### config.mk
export PLATFORM = sky130hd
export DESIGN_NAME = acc_alu
export DESIGN_NICKNAME = d
export VERILOG_FILES = /design/src/rtl/acc_alu_pkg.sv /design/src/rtl/acc_alu_addsub.sv /design/src/rtl/acc_alu_decadj.sv /design/src/rtl/acc_alu_muldiv.sv /design/src/rtl/acc_alu.sv
export SDC_FILE = /design/constraint.sdc
export NUM_CORES = 1
export LEC_CHECK = 0
export CAP_MARGIN = 30
export CELL_PAD_IN_SITES_DETAIL_PLACEMENT = 1
export CELL_PAD_IN_SITES_GLOBAL_PLACEMENT = 1
export CORE_AREA = 2 2 192 100
export CTS_CLUSTER_DIAMETER = 150
export DETAILED_ROUTE_END_ITERATION = 6
export DIE_AREA = 0 0 194 102
export DONT_BUFFER_PORTS = 1
export PLACE_DENSITY_LB_ADDON = 0.1
export SYNTH_ARGS = -nofsm -noshare
export SYNTH_HDL_FRONTEND = slang
export SYNTH_HIERARCHICAL = 1
export SYNTH_SLANG_ARGS = --single-unit
### constraint.sdc
create_clock -name clk -period 20 [get_ports clk]
set_input_delay 4 -clock clk [delete_from_list [all_inputs] [get_ports clk]]
set_output_delay 4 -clock clk [all_outputs]
set_load 0.03 [all_outputs]
### src/rtl/acc_alu_pkg.sv
package acc_alu_pkg;

  localparam int OPW = 4;

  typedef enum logic [OPW-1:0] {
    OP_PASS = 4'd0,
    OP_ADD  = 4'd1,
    OP_ADDC = 4'd2,
    OP_SUBB = 4'd3,
    OP_DADJ = 4'd4,
    OP_MUL  = 4'd5,
    OP_DIV  = 4'd6,
    OP_CAND = 4'd7,
    OP_COR  = 4'd8
  } alu_op_e;

  // status word bit positions
  localparam int SW_CY  = 7;
  localparam int SW_AC  = 6;
  localparam int SW_OV  = 2;
  localparam int SW_PAR = 0;

endpackage

### src/rtl/acc_alu_addsub.sv
module acc_alu_addsub #(
  parameter int W = 8
) (
  input  logic [W-1:0] a,
  input  logic [W-1:0] b,
  input  logic         cin,
  input  logic         sub,
  output logic [W-1:0] r,
  output logic         cy,
  output logic         ac,
  output logic         ov
);
  localparam int NW = W / 2;

  logic [NW:0] lo;
  logic [W:0]  full;

  always_comb begin
    if (sub) begin
      lo   = {1'b0, a[NW-1:0]} - {1'b0, b[NW-1:0]} - {{NW{1'b0}}, cin};
      full = {1'b0, a} - {1'b0, b} - {{W{1'b0}}, cin};
    end else begin
      lo   = {1'b0, a[NW-1:0]} + {1'b0, b[NW-1:0]} + {{NW{1'b0}}, cin};
      full = {1'b0, a} + {1'b0, b} + {{W{1'b0}}, cin};
    end
    r  = full[W-1:0];
    cy = full[W];
    ac = lo[NW];
    if (sub) ov = (a[W-1] ^ b[W-1]) & (r[W-1] ^ a[W-1]);
    else     ov = ~(a[W-1] ^ b[W-1]) & (r[W-1] ^ a[W-1]);
  end

endmodule

### src/rtl/acc_alu_decadj.sv
module acc_alu_decadj #(
  parameter int W = 8
) (
  input  logic [W-1:0] a,
  input  logic         cy_in,
  input  logic         ac_in,
  output logic [W-1:0] r,
  output logic         cy_out
);
  localparam int NW = W / 2;
  localparam logic [W:0]  ADJ_LO = (W+1)'(6);
  localparam logic [W:0]  ADJ_HI = (W+1)'(6) << NW;
  localparam logic [NW-1:0] DIG_MAX = NW'(9);

  logic [W:0]   step1;
  logic [W-1:0] mid;
  logic         hi_fix;
  logic [W:0]   step2;

  always_comb begin
    step1  = (a[NW-1:0] > DIG_MAX || ac_in) ? ({1'b0, a} + ADJ_LO) : {1'b0, a};
    mid    = step1[W-1:0];
    hi_fix = cy_in | step1[W] | (mid[W-1:NW] > DIG_MAX);
    step2  = hi_fix ? ({1'b0, mid} + ADJ_HI) : {1'b0, mid};
    r      = step2[W-1:0];
    cy_out = hi_fix;
  end

endmodule

### src/rtl/acc_alu_muldiv.sv
module acc_alu_muldiv #(
  parameter int W = 8
) (
  input  logic [W-1:0]   a,
  input  logic [W-1:0]   b,
  output logic [2*W-1:0] prod,
  output logic [W-1:0]   quo,
  output logic [W-1:0]   rem,
  output logic           dz
);
  logic [W:0] part;

  assign prod = {{W{1'b0}}, a} * {{W{1'b0}}, b};
  assign dz   = (b == '0);

  // restoring division, one quotient bit per step, fully unrolled
  always_comb begin
    part = '0;
    quo  = '0;
    for (int i = W - 1; i >= 0; i--) begin
      part = {part[W-1:0], a[i]};
      if (part >= {1'b0, b}) begin
        part   = part - {1'b0, b};
        quo[i] = 1'b1;
      end
    end
    rem = part[W-1:0];
  end

endmodule

### src/rtl/acc_alu.sv
module acc_alu
  import acc_alu_pkg::*;
#(
  parameter int W = 8
) (
  input  logic           clk,
  input  logic           rst,
  input  logic [OPW-1:0] op,
  input  logic [W-1:0]   acc_in,
  input  logic [W-1:0]   opnd_in,
  input  logic           bit_in,
  input  logic [W-1:0]   psw_in,
  output logic [W-1:0]   acc_out,
  output logic [W-1:0]   b_out,
  output logic [W-1:0]   psw_out
);
  alu_op_e op_e;
  assign op_e = alu_op_e'(op);

  logic [W-1:0]   as_r;
  logic           as_cy, as_ac, as_ov;
  logic [W-1:0]   da_r;
  logic           da_cy;
  logic [2*W-1:0] md_prod;
  logic [W-1:0]   md_quo, md_rem;
  logic           md_dz;

  acc_alu_addsub #(.W(W)) u_addsub (
    .a   (acc_in),
    .b   (opnd_in),
    .cin ((op_e != OP_ADD) & psw_in[SW_CY]),
    .sub (op_e == OP_SUBB),
    .r   (as_r),
    .cy  (as_cy),
    .ac  (as_ac),
    .ov  (as_ov)
  );

  acc_alu_decadj #(.W(W)) u_decadj (
    .a      (acc_in),
    .cy_in  (psw_in[SW_CY]),
    .ac_in  (psw_in[SW_AC]),
    .r      (da_r),
    .cy_out (da_cy)
  );

  acc_alu_muldiv #(.W(W)) u_muldiv (
    .a    (acc_in),
    .b    (opnd_in),
    .prod (md_prod),
    .quo  (md_quo),
    .rem  (md_rem),
    .dz   (md_dz)
  );

  logic [W-1:0] nx_acc, nx_b, nx_psw;
  logic         nx_cy, nx_ac, nx_ov;

  always_comb begin
    nx_acc = acc_in;
    nx_b   = opnd_in;
    nx_cy  = psw_in[SW_CY];
    nx_ac  = psw_in[SW_AC];
    nx_ov  = psw_in[SW_OV];
    unique case (op_e)
      OP_ADD, OP_ADDC, OP_SUBB: begin
        nx_acc = as_r;
        nx_cy  = as_cy;
        nx_ac  = as_ac;
        nx_ov  = as_ov;
      end
      OP_DADJ: begin
        nx_acc = da_r;
        nx_cy  = da_cy;
      end
      OP_MUL: begin
        nx_acc = md_prod[W-1:0];
        nx_b   = md_prod[2*W-1:W];
        nx_cy  = 1'b0;
        nx_ov  = |md_prod[2*W-1:W];
      end
      OP_DIV: begin
        nx_cy = 1'b0;
        nx_ov = md_dz;
        if (!md_dz) begin
          nx_acc = md_quo;
          nx_b   = md_rem;
        end
      end
      OP_CAND: nx_cy = psw_in[SW_CY] & bit_in;
      OP_COR:  nx_cy = psw_in[SW_CY] | bit_in;
      default: ;
    endcase
    nx_psw         = psw_in;
    nx_psw[SW_CY]  = nx_cy;
    nx_psw[SW_AC]  = nx_ac;
    nx_psw[SW_OV]  = nx_ov;
    nx_psw[SW_PAR] = ^nx_acc;
  end

  always_ff @(posedge clk) begin
    if (rst) begin
      acc_out <= '0;
      b_out   <= '0;
      psw_out <= '0;
    end else begin
      acc_out <= nx_acc;
      b_out   <= nx_b;
      psw_out <= nx_psw;
    end
  end

endmodule

# Word-level counts from Yosys, hierarchy flattened
# Index checks and enable logic that the tools add are counted.
[classes]
n_lt_le_gt_ge = 10
add_sub_neg = 18
n_reduce_logical = 6
eq_ne = 9
multipliers = 1
bitwise_logic = 10
mux = 28
[ops]
columns = ["op", "n"]
rows = [
  ["$mux 8", 11],
  ["$ge 9x8->1", 7],
  ["$sub 8x8->8", 7],
  ["$pmux 8 s4", 1],
  ["$mux 9", 2],
  ["$eq 4x3->1 const B", 4],
  ["$mul 8x8->16", 1],
  ["$pmux 8 s2", 1],
  ["$mux 1", 10],
  ["$add 8x3->9 const B", 1],
  ["$add 8x8->9", 1],
  ["$add 9x1->9", 1],
  ["$sub 8x8->9", 1],
  ["$sub 9x1->9", 1],
  ["$add 8x7->8 const B", 1],
  ["$eq 4x2->1 const B", 2],
  ["$ge 1x8->1", 1],
  ["$gt 4x4->1 const B", 2],
  ["$logic_not 8->1", 1],
  ["$reduce_or 8->1", 1],
  ["$reduce_xor 8->1", 1],
  ["$sub 1x8->8", 1],
  ["$add 4x4->5", 1],
  ["$add 5x1->5", 1],
  ["other kinds (15)", 21],
]
[word_totals]
inputBits = 31
output_inout_bits = 24
ff_bits = 24

# Depth between registers and ports, before layout
# Gate-level depths: netlist (run 1).
[logic_depth]
depth_word = 19
mapped_depth = 86
mapped_depth_nobuf = 82

# Hierarchy
# The synthesis (run 1) kept the hierarchy.
[by_module_without_submodules]
columns = ["module", "instances", "area_each_um2", "cells_each", "seq_area_each_um2"]
rows = [
  ["acc_alu_muldiv", 1, 5302.6, 691, 0.0],
  ["acc_alu", 1, 1440.1, 172, 480.5],
  ["acc_alu_addsub", 1, 973.4, 129, 0.0],
  ["acc_alu_decadj", 1, 269.0, 37, 0.0],
]

# Least setup slack after synthesis (run 1)
# OpenSTA, ideal clock, no wires.
[synth_timing]
kind = "input port to flip-flop"
start = "input opnd_in[7]"
end = "register psw_out[0]"
setup_time_ns = 0.068
stages = 76
n_path_buf = 5
path_slack_ns = -0.037
arrival_time_ns = 19.970
required_time_ns = 19.932
path_cell_list = "buf_2 -> or4_1 -> a211o_1 -> buf_2 -> a21oi_1 -> inv_1 -> ha_1 -> nor2b_1 -> o31a_1 -> o41ai_1 -> a21oi_1 -> ha_1 -> or4_1 -> o221ai_1 -> nand3_1 -> clkbuf_1 -> o21ai_0 -> inv_1 -> [40 not listed] -> mux2i_1 -> ha_1 -> nor2b_1 -> o21ai_0 -> a21boi_0 -> o21ai_0 -> a21oi_1 -> o21ai_0 -> nand3b_1 -> a21oi_1 -> o31a_1 -> o221ai_4 -> mux2i_1 -> o221ai_1 -> xor2_1 -> o211a_1 -> a211o_1 -> a21oi_2"
[synth_between]
word_cells_on_any_way = 40
classes_between = "add/sub (11); mul (1); order compare (8); mux (18); reduce/logical (2)"
[synth_rtl]
columns = ["element", "line", "text"]
rows = [
  ["from (decl)", "acc_alu.sv:10", "input logic [W-1:0] opnd_in,"],
  ["$sub 1x8->8 or $ge 1x8->1 (tied branches)", "acc_alu_muldiv.sv:23, acc_alu_muldiv.sv:22", ""],
  ["$mux 8", "acc_alu_muldiv.sv:22", "if (part >= {1'b0, b}) begin"],
  ["$ge 9x8->1 or $sub 8x8->8 (tied branches)", "acc_alu_muldiv.sv:22, acc_alu_muldiv.sv:23", ""],
  ["$mux 8", "acc_alu_muldiv.sv:22", ""],
  ["$ge 9x8->1 (*)", "acc_alu_muldiv.sv:22", ""],
  ["$mux 1 (*)", "acc_alu_muldiv.sv:22", ""],
  ["via md_quo[5]", "acc_alu.sv:25", "logic [W-1:0] md_quo, md_rem;"],
  ["$mux 8 (*)", "acc_alu.sv:85", "if (!md_dz) begin"],
  ["$pmux 8 s4 (*)", "acc_alu.sv:65", "unique case (op_e)"],
  ["$reduce_xor 8->1 (*)", "acc_alu.sv:98", "nx_psw[SW_PAR] = ^nx_acc;"],
  ["to (signal assigned)", "acc_alu.sv:109", "psw_out <= nx_psw;"],
  ["to (decl)", "acc_alu.sv:15", "output logic [W-1:0] psw_out"],
]
# Mark *: on every way through the listed nets, which the timed path passes. The rest lies on a longest branch.
# A chain may end at the register's enable or synchronous reset.

# Worst setup path in the final report (run 1)
[layout_timing]
start = "input opnd_in[6]"
end = "register psw_out[0]"
[layout_between]
word_cells_on_any_way = 40
classes_between = "add/sub (11); mul (1); order compare (8); mux (18); reduce/logical (2)"
[layout_rtl]
columns = ["element", "line"]
rows = [
  ["$sub 1x8->8 or $ge 1x8->1 (tied branches)", "acc_alu_muldiv.sv:23, acc_alu_muldiv.sv:22"],
  ["$mux 8", "acc_alu_muldiv.sv:22"],
  ["$sub 8x8->8 or $ge 9x8->1 (tied branches)", "acc_alu_muldiv.sv:23, acc_alu_muldiv.sv:22"],
  ["$mux 8", "acc_alu_muldiv.sv:22"],
  ["$ge 9x8->1 (*)", "acc_alu_muldiv.sv:22"],
  ["$mux 1 (*)", "acc_alu_muldiv.sv:22"],
  ["via md_quo[5]", "acc_alu.sv:25"],
  ["$mux 8 (*)", "acc_alu.sv:85"],
  ["$pmux 8 s4 (*)", "acc_alu.sv:65"],
  ["$reduce_xor 8->1 (*)", "acc_alu.sv:98"],
]
# Marks and branches as above.

==> results_dict.tcl, run 1 <==
set metrics [dict create \
    dp.cells 1407 \
    synth_cell_types 86 \
    setup_ws_ns 0.802 \
    cts_hold_buf 0 \
    antenna_found_initial 1 \
    dp_slack_ns -0.875 \
    ys_seq_elements 24 \
    rows 35 \
    path_clk_slew_ns 0.07 \
    total_power_mw 1.14 \
    core_um2 18000 \
    status "finished, final reports clean" \
    power.combinational.fraction 0.887 \
    relSlewSlack 0.412 \
    fin_cells 1419 \
    dieArea_um2 19800 \
    p_per_area_nw_per_um2 117 \
    cts_max_path_buffers 2 \
    period_minus_slack_ns 19.20 \
    critPathKind "in2reg" \
    grt_use_total 0.309 \
    avgViaCountPerCell 5.87 \
    dr_wl_met3_um 2660 \
    fin_crit_sh 0.960 \
    gp_congestion 0.922 \
    n_antenna_cell 0 \
    nFillCells 2279 \
    synthFlopType "dfxtp_1" \
    first_pass_iters 7 \
    syn_avg_cell_area_um2 7.76 \
    nets 1383 \
    power.share.clock 0.054 \
    drt_wl_total_um 30800 \
    fin_area_um2 9740 \
    grt_pass1_vias 8221 \
    met1_length_um 16500 \
    crit_path_top_delay_cell "or4_4" \
    power_frac_seq 0.059 \
    cp.arrival_ns 19.41 \
    grt-ovfl-total 0 \
    hold_ws_ns 3.78 \
    synth_edf_count 0 \
    p_switching_uw 556 \
    cts_tree "yes" \
    area_growth_pct 22.0 \
    peakVddDrop_v 0.000231 \
    grt_max_degree 25 \
    io_buffers 0 \
    avgRoutedWirePerCell_um 21.7 \
    max_slew.worst_pin.slew_ns 0.869 \
    crit_family "compound AO/OA/AOI/OAI gates" \
    crit_fanout 11 \
    start_util 0.443 \
    tns_ns 0 \
    htreeDepth 1 \
    critPathBufInv 11 \
    dpl.hpwl_um 25100 \
    cp_common_cell "ha_1" \
    met2WireLength_um 11400 \
    drive_above_1_share 0.209 \
    internal_power_uw 583 \
    ys_async_sr_fraction 0 \
    drv_slew 0 \
    hold_viol 0 \
    root_buffer "clkbuf_16" \
    drc 0 \
    num_vias 8324 \
    p_leak_nw 4.82 \
    critical-path-max-stage-delay_ns 0.55 \
    min_path_type "in2reg" \
    ys_seq_area_frac 0.0602 \
    critPathCaptureType "flip-flop" \
    start_kind "input port" \
    dieHeight_um 102 \
    drtIter0Drc 583 \
    syn_area_um2 7990 \
    die_x_um 194 \
    antenna_left 0 \
    dpl_cell_area_um2 9410 \
    grt_pass1_wl_um 47500 \
    numClockSinks 24 \
    io_pins 55 \
    final_util 0.540 \
    syn_inst 1029 \
    yosysWarnings 6 \
    syn_nets 1232 \
    numCtsBuffers 3 \
    max_freq_mhz 52.1 \
    maxCapViolCount 0 \
    dr.max_layer_used "met4" \
    setup_viol 0 \
    required_ns 20.22 \
    swShare 0.488 \
]
## layer usage
layer  vias to the layer above  track usage
met5                         -            0
met4                         0       0.0239
met3                        18       0.0838
met2                       244        0.413
met1                      4130        0.494
li1                       3932            -
## power by group through the flow
stage / clock [mW] / sequential [mW] / combinational, mW
after global placement: 0 / 0.0689 / 0.927
final: 0.0613 / 0.0677 / 1.01
after detailed placement: 0 / 0.0689 / 0.952
after global routing: 0.0645 / 0.0681 / 1.09
after CTS: 0.0624 / 0.0679 / 0.964
after floorplan: 0 / 0.0681 / 0.618
## state kept, by name, indices dropped and copies added, names as in the netlist
register  count
psw_out       8
acc_out       8
b_out         8
## area by class of cell
| class | count | area (um2) | area share |
|---|---|---|---|
| Clock buffer | 3 | 75.1 | 0.00771 |
| Inverter | 139 | 524 | 0.0538 |
| Multi-Input combinational cell | 842 | 7040 | 0.723 |
| Tap cell | 240 | 300 | 0.0308 |
| Timing Repair Buffer | 170 | 1290 | 0.132 |
| Sequential cell | 24 | 480 | 0.0493 |
| Clock inverter | 1 | 30.0 | 0.00308 |
## cells in the final DEF, fill, tap and decap left out, types with 7 or more instances in the layout
master    count
nand2b_1     16
mux2i_1      23
nor2b_1      21
o211ai_1     13
mux2_2        7
a21boi_0      7
or3_1         7
ha_1        125
nor3_1        8
nand4_1       8
nor4bb_1      8
fa_1         47
mux2_4        9
xor2_1       26
a31oi_1      15
a222oi_1      8
o21a_1        7
nor4_1        7
o221ai_1     13
buf_4       167
xnor2_1      35
nand2_1      82
inv_1       133
a21oi_1      61
o21ai_0      40
dfxtp_1      24
nand3_1      14
a21o_1        8
nor2_1       98
## cell usage after synthesis, types with 23 or more instances
master   instances  share of area
nor2_1          98          0.046
xnor2_1         35          0.038
nand2_1         82          0.039
mux2i_1         27          0.034
ha_1           125           0.20
inv_1          133          0.063
xor2_1          26          0.029
o21ai_0         51          0.032
nor2b_1         23          0.018
dfxtp_1         24          0.060
a21oi_1         64          0.040
fa_1            47           0.12
## cells by family (layout without fill, tap and decap cells)
group,count (synthesis),count (layout),synth area share
compound gates,247,247,0.213
mux,45,45,0.0652
fa+ha+maj,172,172,0.314
simple gates,317,317,0.201
buf+inv,163,313,0.0798
xor+xnor,61,61,0.0669
flops,24,24,0.0602
## timing repair
item | in CTS | in global routing
gates resized for setup | 13 | 33
pin swaps | 1 | 11
hold endpoints to repair | 0 | 0
setup buffers | 0 | 8
endpoints found under the setup margin | 10 | 10
## worst paths after layout
kind / slack (ns) / to / depth (start not counted) / start
worst max-delay path: 0.80 / psw_out[0] / 79 / opnd_in[6]
worst min-delay path: 3.78 / psw_out[0] / 1 / rst
No activity file was read; power rests on OpenSTA's default activity.
==> run 2: changes to the inputs <==
- PLACE_DENSITY: not set -> 0.9
- PLACE_DENSITY_LB_ADDON: 0.1 -> not set
==> results_dict.tcl, run 2 (synthesized netlist as in run 1, its figures left out) <==
set metrics [dict create \
    final_common_cell "inv_1" \
    tns_ns 0 \
    grt-ovfl-total 0 \
    cp.arrival_ns 19.79 \
    critPathKind "in2reg" \
    root_buffer "clkbuf_16" \
    maxCapViolCount 0 \
    dpl.hpwl_um 26600 \
    setup_viol 0 \
    total_power_mw 1.16 \
    swShare 0.504 \
    required_ns 20.22 \
    drive_above_1_share 0.186 \
    core_um2 18000 \
    numClockSinks 24 \
    drtIter0Drc 985 \
    min_path_type "in2reg" \
    dpl_cell_area_um2 9070 \
    dieHeight_um 102 \
    cts_max_path_buffers 2 \
    dp_slack_ns -0.740 \
    cp-startpoint "acc_in[7]" \
    avgViaCountPerCell 6.54 \
    period_minus_slack_ns 19.57 \
    drc 0 \
    cts_tree "yes" \
    cts_hold_buf 0 \
    reg_top3 "acc_out: 8 flops, b_out: 8 flops, psw_out: 8 flops" \
    grt_max_degree 25 \
    peakVddDrop_v 0.000127 \
    numCtsBuffers 3 \
    critPathCaptureType "flip-flop" \
    crit_path_top_delay_cell "a211o_1" \
    power_frac_seq 0.059 \
    avgRoutedWirePerCell_um 25.4 \
    drv_slew 0 \
    relSlewSlack 0.435 \
    area_growth_pct 18.1 \
    p_switching_uw 585 \
    n_antenna_cell 0 \
    num_vias 8978 \
    p_per_area_nw_per_um2 123 \
    p_leak_nw 4.56 \
    rows 35 \
    grt_pass1_vias 9308 \
    multi_input_area_um2 7090 \
    gp_congestion 0.964 \
    io_pins 55 \
    cp_common_cell "ha_1" \
    nFillCells 2232 \
    die_x_um 194 \
    crit_fanout 15 \
    nets 1337 \
    io_buffers 0 \
    critical-path-max-stage-delay_ns 0.38 \
    drt_wl_total_um 34900 \
    htreeDepth 1 \
    antenna_left 0 \
    power.combinational.fraction 0.887 \
    fin_crit_sh 0.978 \
    hold_viol 0 \
    start_kind "input port" \
    grt_use_total 0.338 \
    max_freq_mhz 51.1 \
    antenna_found_initial 0 \
    final-seq-area_um2 480 \
    path_clk_slew_ns 0.07 \
    dieArea_um2 19800 \
    start_util 0.443 \
    grt_pass1_wl_um 52100 \
    status "finished, final reports clean" \
    first_pass_iters 6 \
    setup.worst_path.end "psw_out[0]" \
    hold_ws_ns 3.78 \
    setup_ws_ns 0.434 \
    fin_area_um2 9430 \
    layout_common_cells "inv_1 (133), buf_4 (123), ha_1 (121)" \
    power.share.clock 0.054 \
    max_slew.worst_pin.slew_ns 0.834 \
    internal_power_uw 575 \
]
[run 2: cell count changes in the layout (fill, tap and decap cells not counted), sizes merged]
cell  previous run  this run
buf            170       124
[run 2: worst max-delay path, delay by kind of cell]
kind / cells / cell delay, ns
muxes: 8 / 2.09
adders and majority gates: 9 / 2.43
and+or+nand+nor: 14 / 2.44
buffers and inverters: 12 / 1.35
xor gates and xnor gates: 1 / 0.20
AOI/OAI and AO/OA: 38 / 7.23
[run 2: worst min path at each step]
stage	startpoint	to	cells after the start
final	rst	psw_out[0]	1
after detailed placement	rst	psw_out[0]	1
after floorplan	rst	psw_out[1]	1
after CTS	rst	psw_out[0]	1
after global routing	rst	psw_out[0]	1
after global placement	rst	psw_out[0]	1
[run 2: area by class of cell]
| type | count | area share |
|---|---|---|
| timing repair buffer | 124 | 0.0991 |
| tap | 240 | 0.0318 |
| clock buffer | 3 | 0.00796 |
| inverter | 139 | 0.0556 |
| sequential | 24 | 0.0509 |
| multi-input combinational | 842 | 0.751 |
| clock inverter | 1 | 0.00318 |
[run 2: power groups by stage]
stage               clock, mW  combinational (mW)  sequential, mW
floorplan                   0               0.618          0.0681
global placement            0               0.873          0.0691
detailed placement          0               0.939          0.0692
CTS                    0.0639               0.959          0.0681
global route           0.0648                1.09          0.0684
finish                 0.0626                1.03          0.0680
[run 2: timing repair]
action	CTS	global route
pin swaps	1	20
resized for setup	12	43
endpoints found under the hold margin	0	0
buffers inserted	0	7
endpoints found under the setup margin	9	10
[run 2: metal layers]
layer / share of wire / vias up / global-route usage
li1: - / 3844 / -
met1: 0.43 / 4478 / 0.452
met2: 0.42 / 539 / 0.530
met3: 0.12 / 117 / 0.107
met4: 0.031 / 0 / 0.0962
met5: 0 / - / 0
[run 2: through the flow]
stage | util | std cells
after global routing | 0.523 | 1373
final | 0.523 | 1373
after detailed placement | 0.503 | 1362
after global placement | 0.503 | 1362
after CTS | 0.511 | 1366
after floorplan | - | 1029
